File: src/rtl/nand_mon_pkg.sv
package nand_mon_pkg;

  localparam int NRULE  = 7;
  localparam int CODE_W = 4;

  typedef enum logic [CODE_W-1:0] {
    E_NONE    = 4'd0,
    E_UNDEF   = 4'd1,
    E_WINDOW  = 4'd2,
    E_BUSYCMD = 4'd3,
    E_BUSYCYC = 4'd4,
    E_ILV     = 4'd5,
    E_PLANE   = 4'd6,
    E_CACHE   = 4'd7
  } err_e;

  function automatic logic cmd_known(input logic [7:0] c);
    logic k;
    case (c)
      8'h00, 8'h05, 8'h10, 8'h11, 8'h15, 8'h30, 8'h31, 8'h35, 8'h3F,
      8'h60, 8'h70, 8'h78, 8'h80, 8'h81, 8'h85, 8'h90, 8'hD0, 8'hE0,
      8'hFF:   k = 1'b1;
      default: k = 1'b0;
    endcase
    return k;
  endfunction

  // lowest set rule index wins, reported as index+1
  function automatic logic [CODE_W-1:0] first_rule(input logic [NRULE-1:0] v);
    logic [CODE_W-1:0] r;
    r = '0;
    for (int i = NRULE - 1; i >= 0; i--) begin
      if (v[i]) r = CODE_W'(i + 1);
    end
    return r;
  endfunction

endpackage

File: src/rtl/nand_bus_sync.sv
module nand_bus_sync #(
  parameter int             W       = 14,
  parameter logic [W-1:0]   RST_VAL = '0
) (
  input  logic         clk,
  input  logic         rst_n,
  input  logic [W-1:0] d_async,
  output logic [W-1:0] q
);

  for (genvar i = 0; i < W; i++) begin : g_bit
    logic s1_q, s2_q;
    always_ff @(posedge clk or negedge rst_n) begin
      if (!rst_n) begin
        s1_q <= RST_VAL[i];
        s2_q <= RST_VAL[i];
      end else begin
        s1_q <= d_async[i];
        s2_q <= s1_q;
      end
    end
    assign q[i] = s2_q;
  end

endmodule

File: src/rtl/nand_cycle_class.sv
module nand_cycle_class (
  input  logic clk,
  input  logic rst_n,
  input  logic cle,
  input  logic ale,
  input  logic ce_n,
  input  logic we_n,
  input  logic re_n,
  output logic cmd_stb,
  output logic addr_stb,
  output logic din_stb,
  output logic dout_stb
);

  logic we_prev_q, re_prev_q;
  logic we_rise, re_rise;

  always_ff @(posedge clk or negedge rst_n) begin
    if (!rst_n) begin
      we_prev_q <= 1'b1;
      re_prev_q <= 1'b1;
    end else begin
      we_prev_q <= we_n;
      re_prev_q <= re_n;
    end
  end

  always_comb begin
    we_rise  = we_n & ~we_prev_q;
    re_rise  = re_n & ~re_prev_q;
    cmd_stb  = we_rise & ~ce_n &  cle & ~ale;
    addr_stb = we_rise & ~ce_n & ~cle &  ale;
    din_stb  = we_rise & ~ce_n & ~cle & ~ale;
    dout_stb = re_rise & ~ce_n & ~cle & ~ale;
  end

  assert_single_cmd_strobe_R1: assert property (@(posedge clk) disable iff (!rst_n)
    cmd_stb |=> !cmd_stb);
  assert_single_addr_strobe_R1: assert property (@(posedge clk) disable iff (!rst_n)
    addr_stb |=> !addr_stb);

endmodule

File: src/rtl/nand_seq_rules.sv
module nand_seq_rules
  import nand_mon_pkg::*;
#(
  parameter int DW     = 8,
  parameter int ACYC   = 5,
  parameter int BLK_LO = 3
) (
  input  logic             clk,
  input  logic             rst_n,
  input  logic             cmd_stb,
  input  logic             addr_stb,
  input  logic             din_stb,
  input  logic             dout_stb,
  input  logic [DW-1:0]    io,
  input  logic             busy,
  input  logic             ilv,
  output logic [NRULE-1:0] hit
);

  localparam int BW  = DW * (ACYC - BLK_LO + 1);
  localparam int ACW = $clog2(ACYC + 1);

  logic           win_q, win_n;
  logic           cache_q, cache_n;
  logic [BW-1:0]  cache_blk_q, cache_blk_n;
  logic [ACW-1:0] acnt_q, acnt_n;
  logic [BW-1:0]  acc_q, acc_n;
  logic [BW-1:0]  last_blk_q, last_blk_n;
  logic           ord_vld_q, ord_vld_n;
  logic           ord_plane_q, ord_plane_n;
  logic [BW-1:0]  blk_shift;
  logic           in_blk, last_byte;

  always_comb begin
    blk_shift = {io, acc_q[BW-1:DW]};
    in_blk    = (acnt_q >= ACW'(BLK_LO - 1)) && (acnt_q < ACW'(ACYC));
    last_byte = (acnt_q == ACW'(ACYC - 1));
  end

  // rule checks (index k-1 is rule k)
  always_comb begin
    hit    = '0;
    hit[0] = cmd_stb && !cmd_known(io);
    hit[1] = cmd_stb && win_q &&
             !(io == 8'h70 || io == 8'h78 || io == 8'hFF || io == 8'h81);
    hit[2] = cmd_stb && busy && !(io == 8'hFF || io == 8'h70 || io == 8'h78);
    hit[3] = busy && (addr_stb || din_stb || dout_stb);
    hit[4] = cmd_stb && ilv && (io == 8'h70);
    hit[5] = cmd_stb && (io == 8'h11) && ord_vld_q && (last_blk_q[0] != ord_plane_q);
    hit[6] = addr_stb && last_byte && cache_q && (blk_shift != cache_blk_q);
  end

  // next state
  always_comb begin
    win_n       = win_q;
    cache_n     = cache_q;
    cache_blk_n = cache_blk_q;
    acnt_n      = acnt_q;
    acc_n       = acc_q;
    last_blk_n  = last_blk_q;
    ord_vld_n   = ord_vld_q;
    ord_plane_n = ord_plane_q;
    if (cmd_stb) begin
      acnt_n = '0;
      if (io == 8'h11) win_n = 1'b1;
      if (io == 8'h81 || io == 8'hFF) win_n = 1'b0;
      if ((io == 8'h15 || io == 8'h31) && !cache_q) begin
        cache_n     = 1'b1;
        cache_blk_n = last_blk_q;
      end
      if (io == 8'h10 || io == 8'h3F || io == 8'hFF) cache_n = 1'b0;
      if (io == 8'h11 && !ord_vld_q) begin
        ord_vld_n   = 1'b1;
        ord_plane_n = last_blk_q[0];
      end
    end else if (addr_stb) begin
      if (acnt_q < ACW'(ACYC)) acnt_n = acnt_q + 1'b1;
      if (in_blk) acc_n = blk_shift;
      if (last_byte) last_blk_n = blk_shift;
    end
  end

  always_ff @(posedge clk or negedge rst_n) begin
    if (!rst_n) begin
      win_q       <= 1'b0;
      cache_q     <= 1'b0;
      cache_blk_q <= '0;
      acnt_q      <= '0;
      acc_q       <= '0;
      last_blk_q  <= '0;
      ord_vld_q   <= 1'b0;
      ord_plane_q <= 1'b0;
    end else begin
      win_q       <= win_n;
      cache_q     <= cache_n;
      cache_blk_q <= cache_blk_n;
      acnt_q      <= acnt_n;
      acc_q       <= acc_n;
      last_blk_q  <= last_blk_n;
      ord_vld_q   <= ord_vld_n;
      ord_plane_q <= ord_plane_n;
    end
  end

  assert_ff_closes_all_R12: assert property (@(posedge clk) disable iff (!rst_n)
    (cmd_stb && io == 8'hFF) |=> (!win_q && !cache_q));
  assert_addr_count_cap_R8: assert property (@(posedge clk) disable iff (!rst_n)
    acnt_q <= ACW'(ACYC));
  assert_window_opens_R3: assert property (@(posedge clk) disable iff (!rst_n)
    (cmd_stb && io == 8'h11) |=> win_q);

endmodule

File: src/rtl/nand_seq_monitor.sv
module nand_seq_monitor
  import nand_mon_pkg::*;
#(
  parameter int DW     = 8,
  parameter int ACYC   = 5,
  parameter int BLK_LO = 3
) (
  input  logic              clk,
  input  logic              rst_n,
  input  logic              flag_clr,
  input  logic              ilv_mode,
  input  logic              nand_cle,
  input  logic              nand_ale,
  input  logic              nand_ce_n,
  input  logic              nand_we_n,
  input  logic              nand_re_n,
  input  logic              nand_rb_n,
  input  logic [DW-1:0]     nand_io,
  output logic              err_pulse,
  output logic [CODE_W-1:0] err_code,
  output logic [NRULE-1:0]  err_flags
);

  localparam int           SW   = DW + 6;
  localparam logic [SW-1:0] SRST = {4'b1111, {(DW + 2){1'b0}}};

  logic [SW-1:0]     s_bus;
  logic [DW-1:0]     s_io;
  logic              s_cle, s_ale, s_ce_n, s_we_n, s_re_n, s_rb_n;
  logic              cmd_stb, addr_stb, din_stb, dout_stb;
  logic [NRULE-1:0]  hit;
  logic              pulse_q, pulse_n;
  logic [CODE_W-1:0] code_q, code_n;
  logic [NRULE-1:0]  flags_q, flags_n;

  nand_bus_sync #(.W(SW), .RST_VAL(SRST)) u_sync (
    .clk     (clk),
    .rst_n   (rst_n),
    .d_async ({nand_rb_n, nand_re_n, nand_we_n, nand_ce_n, nand_ale, nand_cle, nand_io}),
    .q       (s_bus)
  );

  assign {s_rb_n, s_re_n, s_we_n, s_ce_n, s_ale, s_cle, s_io} = s_bus;

  nand_cycle_class u_class (
    .clk      (clk),
    .rst_n    (rst_n),
    .cle      (s_cle),
    .ale      (s_ale),
    .ce_n     (s_ce_n),
    .we_n     (s_we_n),
    .re_n     (s_re_n),
    .cmd_stb  (cmd_stb),
    .addr_stb (addr_stb),
    .din_stb  (din_stb),
    .dout_stb (dout_stb)
  );

  nand_seq_rules #(.DW(DW), .ACYC(ACYC), .BLK_LO(BLK_LO)) u_rules (
    .clk      (clk),
    .rst_n    (rst_n),
    .cmd_stb  (cmd_stb),
    .addr_stb (addr_stb),
    .din_stb  (din_stb),
    .dout_stb (dout_stb),
    .io       (s_io),
    .busy     (~s_rb_n),
    .ilv      (ilv_mode),
    .hit      (hit)
  );

  always_comb begin
    pulse_n = |hit;
    code_n  = first_rule(hit);
    flags_n = flag_clr ? '0 : (flags_q | hit);
  end

  always_ff @(posedge clk or negedge rst_n) begin
    if (!rst_n) begin
      pulse_q <= 1'b0;
      code_q  <= '0;
      flags_q <= '0;
    end else begin
      pulse_q <= pulse_n;
      code_q  <= code_n;
      flags_q <= flags_n;
    end
  end

  assign err_pulse = pulse_q;
  assign err_code  = code_q;
  assign err_flags = flags_q;

  assert_code_with_pulse_R9: assert property (@(posedge clk) disable iff (!rst_n)
    err_pulse |-> (err_code != '0 && err_code <= CODE_W'(NRULE)));
  assert_code_idle_R9: assert property (@(posedge clk) disable iff (!rst_n)
    !err_pulse |-> (err_code == '0));
  assert_flags_sticky_R10: assert property (@(posedge clk) disable iff (!rst_n)
    !flag_clr |=> ((err_flags & $past(err_flags)) == $past(err_flags)));
  assert_flags_clear_R10: assert property (@(posedge clk) disable iff (!rst_n)
    flag_clr |=> (err_flags == '0));

endmodule

File: config.mk
export PLATFORM = sky130hd
export DESIGN_NAME = nand_seq_monitor
export DESIGN_NICKNAME = d
export VERILOG_FILES = /design/src/rtl/nand_mon_pkg.sv /design/src/rtl/nand_bus_sync.sv /design/src/rtl/nand_cycle_class.sv /design/src/rtl/nand_seq_rules.sv /design/src/rtl/nand_seq_monitor.sv
export SDC_FILE = /design/constraint.sdc
export NUM_CORES = 1
export LEC_CHECK = 0
export BUFFER_PORTS_ARGS = -buffer_cell sky130_fd_sc_hd__buf_2
export CAP_MARGIN = 20
export CORE_UTILIZATION = 46
export DETAILED_ROUTE_END_ITERATION = 6
export GPL_TIMING_DRIVEN = 0
export PLACE_DENSITY = 0.7
export SLEW_MARGIN = 10
export SYNTH_ARGS = -nofsm -noshare
export SYNTH_HDL_FRONTEND = slang
export SYNTH_SLANG_ARGS = --single-unit
File: constraint.sdc
create_clock -name clk -period 2.3 [get_ports clk]
set_clock_uncertainty 0.15 [all_clocks]
set_input_delay 0.46 -clock clk [delete_from_list [all_inputs] [get_ports clk]]
set_output_delay 0.46 -clock clk [all_outputs]
set_load 0.02 [all_outputs]
==> run_results.csv, run 1 <==
group,metric,value,unit
status,status,"complete, but fails checks",
status,violations,"negative setup slack",
placed_design,place_ws,-415,ps
hold_path,min_path_type,"input pin to flip-flop",
floorplanning,die_y,102,um
logic_synthesis,synth_top_area_share,55.2,%
logic_synthesis,synth_top_cells_by_count,"102 x dfrtp_1, 65 x mux2_2, 27 x xor2_1, 13 x nor2_1, 10 x dfstp_2",
logic_synthesis,synth_most_common_cell,"dfrtp_1",
global_route,grt_pass1_wl,14000,um
drt,drt-total-wl,8640,um
placed_design,hpwlAfterDp,5410,um
worst_setup_path,crit_type,"flip-flop to flip-flop",
cells_and_area,final_cell_count_no_fill,518,
logic_synthesis,yosysWarnings,0,
floorplanning,ioPinCount,30,
drt,routedWlPerCell,16.7,um
sta,worst_slack,-80.1,ps
floorplanning,fp.dieW,102,um
global_route,grt_max_degree,97,
worst_setup_path,slowest_delay,540,ps
logic_synthesis,synth_xor_area_share,5.68,%
logic_synthesis,synth_compound_area_share,5.06,%
sta,tns,-2190,ps
cells_and_area,filler_cell_count,775,
drt,route.detailed.drc,0,
clock_network,cts-root-buf,"clkbuf_8",
sta,relSlewSlack,49.7,%
logic_synthesis,syn_area,0.00463,mm2
floorplanning,rows,36,
placed_design,placement.io_buffers,28,
clock_network,clk_latency,370,ps
drt,drt_iter0_drc,157,
logic_synthesis,synth_fa_ha_area_share,0.811,%
drt,vias,2728,
logic_synthesis,synthArstFlopShare,100,%
floorplanning,die_area,0.0105,mm2
pwr,power.density,667,mW/mm2
placed_design,dp_cells,492,
worst_setup_path,critPathMaxFanout,10,
pwr,p_comb_share,9.2,%
pwr,p_int,2780,uW
sta,setup-violations-final,49,
floorplanning,core-area,0.00977,mm2
logic_synthesis,ys_seq_area_share,60.9,%
logic_synthesis,avgSynthCellArea,14.1,um2
logic_synthesis,synth_seq_cells,112,
worst_setup_path,crit_path_end_kind,"flip-flop",
drt,antenna_left,0,
cells_and_area,final-seq-area,0.00282,mm2
global_route,grt_usage,18.2,%
placed_design,gp_congestion,0.817,
worst_setup_path,worst_path_max_delay_cell,"dfstp_2",
clock_network,cts_tree,"yes",
worst_setup_path,startpoint_type,"flip-flop",
floorplanning,initial_core_util,47.3,%
cells_and_area,area_growth,21.4,%
logic_synthesis,syn_nets,350,
logic_synthesis,synth_edf_count,0,
sta,maxSlewViolCount,0,
clock_network,cts_buffers,9,
sta,max_freq,420,MHz
global_route,antenna_found_initial,0,
sta,period_share,103,%
sta,hold_viol_final,0,
cells_and_area,nets,401,
cells_and_area,num_antenna_cells,0,
sta,worstMarginPinSlew,747,ps
drt,first_pass_iters,4,
global_route,grt_pass1_vias,2733,
clock_network,cts.clk_slew.worst_paths,110,ps
logic_synthesis,synthSimpleGateAreaFrac,8.93,%
cells_and_area,drive_gt1_share,44.9,%
cells_and_area,multi_input_area,0.00195,mm2
worst_setup_path,crit_chain,"or3b_4 -> or3b_4 -> nor3_4 -> buf_12 -> buf_12 -> mux2_2",
worst_setup_path,cp_data_arrival_time,2490,ps
drt,viasPerCell,5.27,
clock_network,cts_max_level,3,
logic_synthesis,ys.flop_type,"dfrtp_1",
logic_synthesis,ys_top_cells_by_area,"dfrtp_1 55%, mux2_2 16%, dfstp_2 5.7%, xor2_1 5.1%, nor4_1 1.2%",
sta,rsz0062_at_grt,"yes",
logic_synthesis,synth_top_cell_by_area,"dfrtp_1",
cells_and_area,final_util,57.4,%
clock_network,clk_path_buf_depth,2,
logic_synthesis,synth_top_family_by_area,"multiplexers",
pwr,power,3740,uW
pwr,switching_share,25.6,%
worst_setup_path,critPathRequiredTime,2410,ps
pwr,p_switching,959,uW
run,cap_violations,0,
sta,finalCriticalPeriod,2380,ps
pwr,seq_power_share,58.6,%
logic_synthesis,synth_mux_area_share,16.0,%
logic_synthesis,synth_cell_types,54,
pwr,leakage,0.00273,uW
global_route,grt_overflow,0,
pwr,p_clk_share,32.2,%
logic_synthesis,synth_cells,329,
pwr,ir_drop,0.434,mV
clock_network,clock_sinks,112,
[critical path: cells and delay by family, from the launching register on]
family | cells | cell delay, ps
buffers and inverters | 2 | 300
AND/OR/NAND/NOR | 3 | 950
flip-flops | 1 | 540
multiplexers | 1 | 330
[final cells by class]
class | instances | share of cell area [%]
sequential | 112 | 50.2
multi-input combinational | 195 | 34.7
timing repair buffer | 43 | 5.50
tap | 133 | 2.96
clock buffer | 11 | 2.52
buffer | 12 | 2.47
clock inverter | 5 | 1.16
inverter | 7 | 0.468
[through the flow]
stage          area, um2  hold slack [ps]
2_1_floorplan       4630             14.4
3_3_place_gp        4940              183
3_5_place_dp        4980              148
4_1_cts             5410             1.86
5_1_grt             5610             1.32
6_report            5610             18.1
[metal layers]
| metal | global-route usage (%) | wire length [um] | part of all wire (%) | vias up |
|---|---|---|---|---|
| li1 | - | - | - | 1266 |
| met1 | 24.4 | 3970 | 46 | 1401 |
| met2 | 28.8 | 4250 | 49 | 46 |
| met3 | 4.04 | 250 | 2.9 | 15 |
| met4 | 7.69 | 166 | 1.9 | 0 |
| met5 | 0 | 0 | 0 | - |
[cell families after synthesis]
logic type,count (synthesis)
flip-flops,112
AND/OR/NAND/NOR,64
buffers and inverters,22
multiplexers,66
adder cells (fa/ha/maj),3
AO/OA/AOI/OAI,31
XOR/XNOR,30
other,1
[repair_timing]
item                                   4_1_cts  5_1_grt
endpoints found under the hold margin       16        0
hold buffers                                 1        0
setup endpoints to repair                   59       62
resized for setup                           25       51
setup buffers                               10        2
pin swaps                                    5        7
[state kept, by name, summed over array words and instances (netlist names)]
name	flops
err_flags	7
u_rules.acc_q	16
u_class.we_prev_q	1
u_rules.acnt_q	3
u_rules.win_q	1
u_rules.cache_q	1
err_code	3
u_class.re_prev_q	1
u_rules.cache_blk_q	24
err_pulse	1
u_rules.last_blk_q	24
u_rules.ord_vld_q	1
u_sync.g_bit.s2_q	14
u_sync.g_bit.s1_q	14
u_rules.ord_plane_q	1
[cell usage in the layout (no fill, tap or decap), types with 10 or more instances in the layout]
cell / n
xor2_1: 27
dfrtp_1: 101
dfstp_2: 10
buf_4: 11
clkbuf_8: 10
mux2_2: 37
nor2_1: 11
mux2_4: 28
buf_2: 30
[final timing paths]
path / start / endpoint / cells past startpoint / slack [ps]
setup / recovery: u_sync.g_bit[11].s2_q / u_rules.cache_blk_q[16] / 6 / -80
hold / removal: nand_rb_n / u_sync.g_bit[13].s1_q / 1 / 20
setup reg to reg: u_sync.g_bit[11].s2_q / u_rules.cache_blk_q[16] / 6 / -80
hold reg to reg: u_sync.g_bit[7].s1_q / u_sync.g_bit[7].s2_q / 0 / 200
max in group asynchronous: rst_n / u_rules.acc_q[14] / 3 / 980
min in group asynchronous: rst_n / u_sync.g_bit[9].s1_q / 2 / 330
[power groups by stage]
stage / Clock [uW] / Combinational, uW / Sequential (uW)
2_1_floorplan: 0 / 208 / 2190
3_3_place_gp: 0 / 309 / 2210
3_5_place_dp: 0 / 328 / 2220
4_1_cts: 1240 / 340 / 2190
5_1_grt: 1320 / 385 / 2210
6_report: 1210 / 344 / 2190
Power figures use the tool's default switching activity.
==> inputs of run 2 (changes only) <==
- SKIP_LAST_GASP: not set -> 1
==> run_results.csv, run 2 (same netlist as run 1, synthesis figures left out) <==
group,metric,value,unit
clock_network,clk_latency,380,ps
clock_network,clock_sinks,112,
cells_and_area,filler_cell_count,795,
clock_network,cts.clk_slew.worst_paths,110,ps
sta,period_share,103,%
sta,maxSlewViolCount,0,
pwr,power.density,678,mW/mm2
clock_network,cts_tree,"yes",
global_route,grt_overflow,0,
sta,hold_viol_final,0,
drt,route.detailed.drc,0,
floorplanning,fp.dieW,102,um
clock_network,cts_buffers,9,
global_route,grt_pass1_vias,2734,
worst_setup_path,startpoint_type,"flip-flop",
placed_design,gp_congestion,0.817,
cells_and_area,fin_area,0.00550,mm2
worst_setup_path,cp_data_arrival_time,2490,ps
clock_network,cts-root-buf,"clkbuf_8",
worst_setup_path,ff2ff_path_depth,6,
floorplanning,initial_core_util,47.3,%
pwr,p_comb_share,9.0,%
worst_setup_path,cp-endpoint,"u_rules.cache_blk_q[22]",
floorplanning,die_area,0.0105,mm2
global_route,grt_pass1_wl,14000,um
floorplanning,core-area,0.00977,mm2
pwr,power,3730,uW
placed_design,dpl_cell_area,0.00498,mm2
pwr,ir_drop,0.439,mV
cells_and_area,layout_commonest_cell,"dfrtp_1",
floorplanning,die_y,102,um
placed_design,hpwlAfterDp,5410,um
sta,worstMarginPinSlew,728,ps
run,cap_violations,0,
status,status,"complete, but fails checks",
sta,rsz0062_at_grt,"yes",
worst_setup_path,reg2reg_slack,-80,ps
cells_and_area,num_antenna_cells,0,
worst_setup_path,crit_path_end_kind,"flip-flop",
floorplanning,ioPinCount,30,
global_route,grt_max_degree,97,
worst_setup_path,worst_r2r_endpoint,"u_rules.cache_blk_q[22]",
floorplanning,rows,36,
pwr,seq_power_share,58.7,%
cells_and_area,mostFrequentLayoutCells,"101 x dfrtp_1, 65 x mux2_2, 30 x buf_2",
pwr,p_clk_share,32.3,%
worst_setup_path,rr_startpoint,"u_sync.g_bit[11].s2_q",
sta,max_freq,421,MHz
global_route,antenna_found_initial,0,
pwr,leakage,0.00270,uW
sta,worst_slack,-77.0,ps
sta,setup-violations-final,25,
cells_and_area,drive_gt1_share,44.6,%
drt,drt_iter0_drc,128,
clock_network,cts_max_level,3,
sta,relSlewSlack,51.0,%
placed_design,placement.io_buffers,28,
status,violations,"negative setup slack",
drt,routedWlPerCell,16.3,um
sta,tns,-1560,ps
drt,antenna_left,0,
pwr,p_int,2780,uW
sta,finalCriticalPeriod,2380,ps
worst_setup_path,cp-startpoint,"u_sync.g_bit[11].s2_q",
pwr,p_switching,951,uW
hold_path,min_path_type,"input pin to flip-flop",
pwr,switching_share,25.5,%
drt,viasPerCell,5.23,
cells_and_area,area_growth,18.9,%
cells_and_area,largestRegisters,"u_rules.cache_blk_q: 24 flops, u_rules.last_blk_q: 24 flops, u_rules.acc_q: 16 flops",
drt,vias,2714,
cells_and_area,nets,402,
worst_setup_path,crit_type,"flip-flop to flip-flop",
global_route,grt_usage,18.1,%
worst_setup_path,critPathRequiredTime,2410,ps
drt,drt-total-wl,8440,um
worst_setup_path,critPathMaxFanout,10,
drt,first_pass_iters,5,
clock_network,clk_path_buf_depth,2,
[run 2: power groups by stage]
| stage | registers (uW) | logic [uW] | clock network, uW |
|---|---|---|---|
| after floorplan | 2190 | 208 | 0 |
| after global placement | 2210 | 309 | 0 |
| after detailed placement | 2220 | 328 | 0 |
| after CTS | 2190 | 338 | 1240 |
| after global routing | 2210 | 377 | 1320 |
| final | 2190 | 334 | 1200 |
[run 2: cell type report]
cell class / count / area [um2] / area share, %
plain buffers: 12 / 134 / 2.44
flip-flops and latches: 112 / 2820 / 51.2
clock buffers: 11 / 141 / 2.57
clock inverters: 5 / 65.1 / 1.18
inverters: 7 / 26.3 / 0.478
well taps: 133 / 166 / 3.03
repair buffers: 44 / 327 / 5.94
multi-input cells: 195 / 1820 / 33.1
[run 2: worst max-delay path, cell delays in order (launching register included)]
cell and delay, ps:
dfstp_2 540, or3b_4 380, or3b_4 410, nor3_4 160, buf_12 160, buf_12 130
mux2_2 330
[run 2: worst min-delay path by stage]
stage	from	slack, ps	to	depth (start not counted)
2_1_floorplan	rst_n	10	err_code[0]	0
3_3_place_gp	u_sync.g_bit[8].s1_q	180	u_sync.g_bit[8].s2_q	0
3_5_place_dp	rst_n	150	u_sync.g_bit[8].s2_q	1
4_1_cts	nand_rb_n	2	u_sync.g_bit[13].s1_q	1
5_1_grt	nand_rb_n	1	u_sync.g_bit[13].s1_q	1
6_report	nand_rb_n	20	u_sync.g_bit[13].s1_q	1
[run 2: through the flow]
stage | utilization, % | worst slack (ps) | hold WS, ps | instances
floorplan | - | -103 | 14.4 | 329
global placement | 50.5 | -706 | 183 | 490
detailed placement | 51.0 | -415 | 148 | 492
CTS | 55.1 | -129 | 1.86 | 518
global route | 56.2 | -144 | 1.32 | 519
finish | 56.2 | -77.0 | 16.1 | 519
[run 2: what timing repair did]
| action | 4_1_cts | 5_1_grt |
|---|---|---|
| cloned | 0 | 1 |
| hold endpoints to repair | 16 | 0 |
| hold buffers | 1 | 0 |
| setup endpoints to repair | 59 | 62 |
| pin swaps | 5 | 5 |
| setup buffers | 10 | 2 |
| resized for setup | 19 | 23 |
[run 2: per-layer routing]
metal  wire [um]  part of all wire (%)  GRT usage [%]
met5           0                     0              0
met4         144                   1.7           7.80
met3         209                   2.5           3.83
met2        4120                    49           28.7
met1        3970                    47           24.3
